**config.mk**
```make
export PLATFORM = sky130hd
export DESIGN_NAME = micro_xlat_buf
export DESIGN_NICKNAME = d
export VERILOG_FILES = /design/src/rtl/mxb_pkg.sv /design/src/rtl/mxb_match.sv /design/src/rtl/mxb_prio.sv /design/src/rtl/mxb_victim.sv /design/src/rtl/micro_xlat_buf.sv
export SDC_FILE = /design/constraint.sdc
export NUM_CORES = 2
export LEC_CHECK = 0
export CELL_PAD_IN_SITES_DETAIL_PLACEMENT = 1
export CELL_PAD_IN_SITES_GLOBAL_PLACEMENT = 1
export CORE_ASPECT_RATIO = 1.25
export CORE_MARGIN = 10
export CORE_UTILIZATION = 53
export CTS_CLUSTER_DIAMETER = 40
export CTS_CLUSTER_SIZE = 12
export DETAILED_ROUTE_END_ITERATION = 16
export PLACE_DENSITY = 0.85
export SYNTH_ARGS = -nofsm -noshare
export SYNTH_HDL_FRONTEND = slang
export SYNTH_SLANG_ARGS = --single-unit
```
**constraint.sdc**
```tcl
create_clock -name clk -period 9.22 [get_ports clk]
set_clock_uncertainty 0.2 [all_clocks]
set_input_delay 1.844 -clock clk [delete_from_list [all_inputs] [get_ports clk]]
set_output_delay 1.844 -clock clk [all_outputs]
set_load 0.01 [all_outputs]
```
**src/rtl/mxb_pkg.sv**
```systemverilog
package mxb_pkg;
  typedef enum logic [1:0] {
    PG_4K  = 2'd0,
    PG_64K = 2'd1,
    PG_2M  = 2'd2,
    PG_RSV = 2'd3
  } pg_size_e;

  // smallest page offset; stored page numbers start at this bit
  localparam int unsigned BASE_SHIFT = 12;
  // extra offset bits beyond BASE_SHIFT for the larger pages
  localparam int unsigned X64K = 4;
  localparam int unsigned X2M  = 9;
endpackage

```
**src/rtl/mxb_match.sv**
```systemverilog
module mxb_match
  import mxb_pkg::*;
#(
  parameter int VPN_W   = 36,
  parameter int ASID_W  = 8,
  parameter int VMID_W  = 8,
  parameter int SPACE_W = 2
) (
  input  logic               e_valid,
  input  logic [VPN_W-1:0]   e_vpn,
  input  pg_size_e           e_size,
  input  logic [ASID_W-1:0]  e_asid,
  input  logic [VMID_W-1:0]  e_vmid,
  input  logic [SPACE_W-1:0] e_space,
  input  logic [VPN_W-1:0]   q_vpn,
  input  logic [ASID_W-1:0]  q_asid,
  input  logic [VMID_W-1:0]  q_vmid,
  input  logic [SPACE_W-1:0] q_space,
  output logic               hit_o
);
  logic [VPN_W-1:0] cmp_mask;

  always_comb begin
    cmp_mask = '1;
    case (e_size)
      PG_64K:  cmp_mask[X64K-1:0] = '0;
      PG_2M:   cmp_mask[X2M-1:0]  = '0;
      default: ;
    endcase
  end

  assign hit_o = e_valid
               && (((e_vpn ^ q_vpn) & cmp_mask) == '0)
               && (e_space == q_space)
               && (e_asid == q_asid)
               && (e_vmid == q_vmid);
endmodule

```
**src/rtl/mxb_prio.sv**
```systemverilog
module mxb_prio #(
  parameter int NENT  = 32,
  parameter int IDX_W = $clog2(NENT)
) (
  input  logic [NENT-1:0]  hit_vec,
  output logic [IDX_W-1:0] idx_o,
  output logic             any_o,
  output logic             multi_o
);
  always_comb begin
    idx_o   = '0;
    any_o   = 1'b0;
    multi_o = 1'b0;
    for (int i = 0; i < NENT; i++) begin
      if (hit_vec[i]) begin
        if (any_o) multi_o = 1'b1;
        else       idx_o   = IDX_W'(i);
        any_o = 1'b1;
      end
    end
  end
endmodule

```
**src/rtl/mxb_victim.sv**
```systemverilog
module mxb_victim #(
  parameter int NENT  = 32,
  parameter int IDX_W = $clog2(NENT)
) (
  input  logic             clk,
  input  logic             rst,
  input  logic             fill_en,
  input  logic [NENT-1:0]  valid_i,
  output logic [IDX_W-1:0] victim_o,
  output logic             full_o
);
  logic [IDX_W-1:0] rr_q;
  logic [IDX_W-1:0] free_idx;
  logic             found;

  always_comb begin
    free_idx = '0;
    found    = 1'b0;
    for (int i = NENT - 1; i >= 0; i--) begin
      if (!valid_i[i]) begin
        free_idx = IDX_W'(i);
        found    = 1'b1;
      end
    end
  end

  assign full_o   = !found;
  assign victim_o = found ? free_idx : rr_q;

  always_ff @(posedge clk) begin
    if (rst) rr_q <= '0;
    else if (fill_en && full_o)
      rr_q <= (rr_q == IDX_W'(NENT - 1)) ? '0 : rr_q + 1'b1;
  end


  free_slot_chk: assert property (@(posedge clk) disable iff (rst)
    (fill_en && !full_o) |-> !valid_i[victim_o]);


  rr_moves_chk: assert property (@(posedge clk) disable iff (rst)
    (fill_en && full_o) |=> (rr_q != $past(rr_q)));


  rr_holds_chk: assert property (@(posedge clk) disable iff (rst)
    !(fill_en && full_o) |=> $stable(rr_q));
endmodule

```
**src/rtl/micro_xlat_buf.sv**
```systemverilog
module micro_xlat_buf
  import mxb_pkg::*;
#(
  parameter int NENT    = 32,
  parameter int VA_W    = 48,
  parameter int PA_W    = 40,
  parameter int ASID_W  = 8,
  parameter int VMID_W  = 8,
  parameter int SPACE_W = 2,
  parameter int MT_W    = 3,
  parameter int PERM_W  = 3
) (
  input  logic               clk,
  input  logic               rst,
  input  logic               lk_valid,
  input  logic [VA_W-1:0]    lk_va,
  input  logic [SPACE_W-1:0] lk_space,
  input  logic [VMID_W-1:0]  lk_vmid,
  input  logic [ASID_W-1:0]  ctx_asid,
  input  logic               fill_en,
  input  logic [VA_W-1:0]    fill_va,
  input  logic [PA_W-1:0]    fill_pa,
  input  logic [1:0]         fill_size,
  input  logic [MT_W-1:0]    fill_mtype,
  input  logic [PERM_W-1:0]  fill_perm,
  input  logic [ASID_W-1:0]  fill_asid,
  input  logic [VMID_W-1:0]  fill_vmid,
  input  logic [SPACE_W-1:0] fill_space,
  input  logic               inv_all,
  input  logic               inv_asid_en,
  input  logic [ASID_W-1:0]  inv_asid,
  output logic               rsp_valid,
  output logic               rsp_hit,
  output logic               rsp_multi,
  output logic [PA_W-1:0]    rsp_pa,
  output logic [MT_W-1:0]    rsp_mtype,
  output logic [PERM_W-1:0]  rsp_perm
);
  localparam int IDX_W = $clog2(NENT);
  localparam int VPN_W = VA_W - BASE_SHIFT;
  localparam int PPN_W = PA_W - BASE_SHIFT;

  // entry payload: plain arrays, written only by fill (no reset)
  logic [VPN_W-1:0]   e_vpn   [NENT];
  logic [PPN_W-1:0]   e_ppn   [NENT];
  pg_size_e           e_size  [NENT];
  logic [MT_W-1:0]    e_mt    [NENT];
  logic [PERM_W-1:0]  e_perm  [NENT];
  logic [ASID_W-1:0]  e_asid  [NENT];
  logic [VMID_W-1:0]  e_vmid  [NENT];
  logic [SPACE_W-1:0] e_space [NENT];

  logic [NENT-1:0]  valid_q, valid_nx;
  logic [NENT-1:0]  hit_vec;
  logic [IDX_W-1:0] victim, hit_idx;
  logic             tbl_full, any_hit, multi_hit;
  logic [PA_W-1:0]  pa_nx;
  logic             unused_low;

  assign unused_low = ^{fill_va[BASE_SHIFT-1:0], fill_pa[BASE_SHIFT-1:0]};

  mxb_victim #(.NENT(NENT), .IDX_W(IDX_W)) i_victim (
    .clk(clk), .rst(rst), .fill_en(fill_en), .valid_i(valid_q),
    .victim_o(victim), .full_o(tbl_full)
  );

  for (genvar g = 0; g < NENT; g++) begin : g_cmp
    mxb_match #(.VPN_W(VPN_W), .ASID_W(ASID_W), .VMID_W(VMID_W), .SPACE_W(SPACE_W)) i_match (
      .e_valid(valid_q[g]), .e_vpn(e_vpn[g]), .e_size(e_size[g]),
      .e_asid(e_asid[g]), .e_vmid(e_vmid[g]), .e_space(e_space[g]),
      .q_vpn(lk_va[VA_W-1:BASE_SHIFT]), .q_asid(ctx_asid),
      .q_vmid(lk_vmid), .q_space(lk_space), .hit_o(hit_vec[g])
    );
  end

  mxb_prio #(.NENT(NENT), .IDX_W(IDX_W)) i_prio (
    .hit_vec(hit_vec), .idx_o(hit_idx), .any_o(any_hit), .multi_o(multi_hit)
  );

  // invalidate first, then the fill claims its slot
  always_comb begin
    valid_nx = valid_q;
    if (inv_all) valid_nx = '0;
    else if (inv_asid_en) begin
      for (int i = 0; i < NENT; i++)
        if (e_asid[i] == inv_asid) valid_nx[i] = 1'b0;
    end
    if (fill_en) valid_nx[victim] = 1'b1;
  end

  always_ff @(posedge clk) begin
    if (rst) valid_q <= '0;
    else     valid_q <= valid_nx;
  end

  always_ff @(posedge clk) begin
    if (fill_en) begin
      e_vpn[victim]   <= fill_va[VA_W-1:BASE_SHIFT];
      e_ppn[victim]   <= fill_pa[PA_W-1:BASE_SHIFT];
      e_size[victim]  <= pg_size_e'(fill_size);
      e_mt[victim]    <= fill_mtype;
      e_perm[victim]  <= fill_perm;
      e_asid[victim]  <= fill_asid;
      e_vmid[victim]  <= fill_vmid;
      e_space[victim] <= fill_space;
    end
  end

  // physical address splice by page size of the winning entry
  always_comb begin
    pa_nx = {e_ppn[hit_idx], lk_va[BASE_SHIFT-1:0]};
    case (e_size[hit_idx])
      PG_64K:  pa_nx[BASE_SHIFT+X64K-1:BASE_SHIFT] = lk_va[BASE_SHIFT+X64K-1:BASE_SHIFT];
      PG_2M:   pa_nx[BASE_SHIFT+X2M-1:BASE_SHIFT]  = lk_va[BASE_SHIFT+X2M-1:BASE_SHIFT];
      default: ;
    endcase
  end

  always_ff @(posedge clk) begin
    if (rst) begin
      rsp_valid <= 1'b0;
      rsp_hit   <= 1'b0;
      rsp_multi <= 1'b0;
      rsp_pa    <= '0;
      rsp_mtype <= '0;
      rsp_perm  <= '0;
    end else begin
      rsp_valid <= lk_valid;
      rsp_hit   <= lk_valid && any_hit;
      rsp_multi <= lk_valid && multi_hit;
      if (lk_valid && any_hit) begin
        rsp_pa    <= pa_nx;
        rsp_mtype <= e_mt[hit_idx];
        rsp_perm  <= e_perm[hit_idx];
      end else begin
        rsp_pa    <= '0;
        rsp_mtype <= '0;
        rsp_perm  <= '0;
      end
    end
  end


  reset_clean_chk: assert property (@(posedge clk)
    rst |=> (!rsp_valid && !rsp_hit && !rsp_multi && valid_q == '0));


  rsp_follows_chk: assert property (@(posedge clk) disable iff (rst)
    lk_valid |=> rsp_valid);


  rsp_idle_chk: assert property (@(posedge clk) disable iff (rst)
    !lk_valid |=> (!rsp_valid && !rsp_hit));


  multi_needs_hit_chk: assert property (@(posedge clk) disable iff (rst)
    rsp_multi |-> rsp_hit);


  inv_all_empty_chk: assert property (@(posedge clk) disable iff (rst)
    (inv_all && !fill_en) |=> (valid_q == '0));


  fill_survives_chk: assert property (@(posedge clk) disable iff (rst)
    fill_en |=> valid_q[$past(victim)]);
endmodule

```
==> summary.txt <==
Status -> finished, final reports clean
Unrepaired setup endpoints after global routing -> false
DP Area -> 133000 um^2
Critical path required time -> 9.78 ns
Fin cells -> 12000
Endpoint class of the critical path -> flip-flop
Area share of the largest cell type after synthesis -> 0.689
Max Clk Rate -> 0.110 GHz
Initial antenna violation count -> 49
Final Cycle Share -> 0.989
Initial Utilization -> 0.533
Critical Path AT -> 9.68 ns
CTS Buffer Depth -> 4
CTS clk-pin slew, worst paths -> 0.06 ns
# IOs -> 243
Worst Path Max Fanout -> 15
Internal power -> 0.0235 W
First-pass GRT wire length -> 697000 um
Detailed placer's ending HPWL -> 280000 um
Cells after DPL -> 11300
H-tree depth -> 5
Routed WL per cell -> 42.4 um
Core footprint -> 236000 um^2
Hold_buf cts -> 0
Vias/cell -> 7.04
Rel. slew slack -> 0.0416
Startpoint Class -> input pin
Fraction of the mapped netlist area in adder cells -> 0.00389
R2R Path End -> rsp_pa[14]
Detailed Route WL -> 508000 um
Pwr/cell area -> 213 nW/um^2
Post-Synth XOR/XNOR Area -> 0.127
Simple-gate share of the synthesized area -> 0.0515
Path category of the worst min-delay check -> reg -> reg
Worst vdd rail ir drop -> 0.000178 V
Async set-or-reset flop fraction in the synthesized netlist -> 0
Post-Synthesis Cells -> 7928
Die width -> 455 um
Max cap viols -> 0
Power, Total -> 0.0309 W
Setup violations, final -> 0
TritonCTS clock tree -> yes
DR DRC count -> 0
GR Overflow Total -> 0
Share of the yosys chip area belonging to registers -> 0.702
Nets -> 8776
Part of the power in registers -> 0.482
Comb pwr share -> 0.053
Largest family of logic cells by synthesized area -> XOR/XNOR gates
Worst r2r path cells -> 24
Clk_lat worst skew -> 0.93 ns
Initial drt markers -> 15400
P_leak -> 47.3 nW
Post-Syn Area per Cell -> 15.8 um^2
Least-Margin Pin Slew -> 1.42 ns
GRT Util Overall -> 0.388
WS Path Type -> in -> reg
Worst reg2reg setup slack -> 1.56 ns
Largest net degree at the start of global routing -> 116
GP Congestion -> 0.972
Setup_tns -> 0 ns
Synthesized flop and latch total -> 2966
Hold Violations, Final -> 0
Most frequent cell after synthesis -> edfxtp_1
Syn_nets -> 8157
Proportion of synthesized area in mux cells -> 0.0531
Max Slew Vio Count -> 0
Reg-to-reg startpoint -> e_vpn[0][1]
Yosys warnings -> 0
Clock Sinks -> 2966
P_sw -> 0.00734 W
Cell Area, Synth -> 126000 um^2
Vias in the first global route -> 88100
Min cycle time layout -> 9.12 ns
Pre-CTS WS -> 0.337 ns
I/O Buffers -> 218
Leading cell types by count after synthesis -> edfxtp_1, xor2_1, xnor2_1, mux2i_1, nor4_1
Clk root buf -> clkbuf_16
Fillers -> 21000
Dominant cell type by area after synthesis -> edfxtp_1
Post-route cell area -> 145000 um^2
Share of cells above drive strength 1 -> 0.142
DIE AREA -> 257000 um^2
Post-CTS Setup Repair Bufs -> 0
Main flop type after synthesis -> edfxtp_1
Total iterations of the first detailed-routing run -> 7
Net switching fraction of the power -> 0.238
# rows -> 199
Via count -> 84300
Synth unique cells -> 85
Area contributors post-synth -> edfxtp_1, xor2_1, xnor2_1
Clock power share -> 0.465
EDFF count, synth -> 2880
Min-delay src -> valid_q[11]
ANT nets after route -> 0
Layout area overhead -> 15.4%
CTS Buf Count -> 361
Die Height -> 564 um
Synth Area in Compound Gates -> 0.0396
Min-Delay Endpoint -> valid_q[11]
Fin worst setup slack -> 0.0991 ns
Post-CTS Resized -> 0
Worst hold stages -> 2
-- state kept, by name, summed over array words and instances (netlist names) --
signal / flops
e_vpn: 1152
e_ppn: 896
e_asid: 256
e_vmid: 256
e_mt: 96
e_perm: 96
e_size: 64
e_space: 64
rsp_pa: 40
valid_q: 32
i_victim.rr_q: 5
rsp_mtype: 3
rsp_perm: 3
rsp_hit: 1
rsp_multi: 1
rsp_valid: 1
-- cell type report --
class | instances | area [um^2] | share of cell area
well taps | 3115 | 3900 | 0.0269
repair buffers | 653 | 5720 | 0.0395
clock buffers | 435 | 9570 | 0.0660
diodes | 53 | 133 | 0.000915
inverters | 133 | 499 | 0.00344
multi-input cells | 4432 | 34900 | 0.240
clock inverters | 183 | 2040 | 0.0141
flip-flops and latches | 2966 | 88200 | 0.609
-- critical path: stages --
cell,delay [ns]
buf_2,0.84
buf_4,0.41
xnor2_1,0.23
nand4_1,0.21
nor4_1,0.49
buf_4,0.25
nand2_1,0.32
a2111oi_2,0.46
buf_4,0.23
nor4_1,0.08
o21ai_0,0.49
a22oi_1,0.28
o2bb2ai_4,0.56
buf_4,0.26
mux2i_1,0.20
nor2_1,0.07
a21oi_1,0.15
mux2i_1,0.22
a21oi_1,0.28
o221ai_1,0.15
ha_1,0.48
inv_1,0.10
or2_2,0.36
nor3_1,0.51
nor4b_2,0.13
-- how the worst max path moves through the flow --
stage | from | endpoint | slack (ns) | cells after the start
floorplan | lk_va[33] | rsp_pa[12] | 2.01 | 26
global placement | lk_va[45] | rsp_pa[16] | 0.50 | 27
detailed placement | lk_va[45] | rsp_pa[14] | 0.34 | 25
CTS | lk_va[26] | rsp_pa[14] | 0.62 | 27
global route | lk_va[26] | rsp_pa[14] | 0.30 | 27
finish | lk_va[26] | rsp_pa[14] | 0.1 | 25
-- routing by layer --
metal / up-vias / GRT usage / wire, um / part of all wire
li1: 31200 / - / - / -
met1: 42000 / 0.444 / 159000 / 0.31
met2: 8374 / 0.601 / 230000 / 0.45
met3: 2780 / 0.126 / 70500 / 0.14
met4: 38 / 0.302 / 47900 / 0.094
met5: - / 0.00502 / 409 / 0.00081
-- per-stage QoR --
step | utilization | hold slack (ns)
after floorplan | - | 0.263
after global placement | 0.565 | 0.276
after detailed placement | 0.565 | 0.300
after CTS | 0.615 | 0.310
after global routing | 0.615 | 0.341
final | 0.615 | 0.314
-- layout by cell type, fill, tap and decap left out, types with 145 or more instances in the layout --
master     Yosys  final
edfxtp_1    2880   2880
nand2_1      148    145
a21oi_1      166    165
clkbuf_16      0    369
nor4_1       260    260
xor2_1      1171   1171
xnor2_1      650    650
nand4_1      217    217
nor2_1       224    189
mux2i_1      478    478
buf_4         89    391
-- logic make-up after synthesis --
logic type / after synthesis
DFF: 2966
xor gates and xnor gates: 1821
muxes: 639
buffers and inverters: 530
AOI/OAI and AO/OA: 732
adders and majority gates: 40
and+or+nand+nor: 1200
-- power by group through the flow --
stage | combinational (W) | clock [W] | sequential, W
3_3_place_gp | 0.00143 | 0 | 0.0151
5_1_grt | 0.00162 | 0.0148 | 0.0149
3_5_place_dp | 0.00150 | 0 | 0.0151
2_1_floorplan | 0.000622 | 0 | 0.0151
4_1_cts | 0.00154 | 0.0143 | 0.0149
6_report | 0.00165 | 0.0143 | 0.0149
Power figures use the tool's default switching activity.
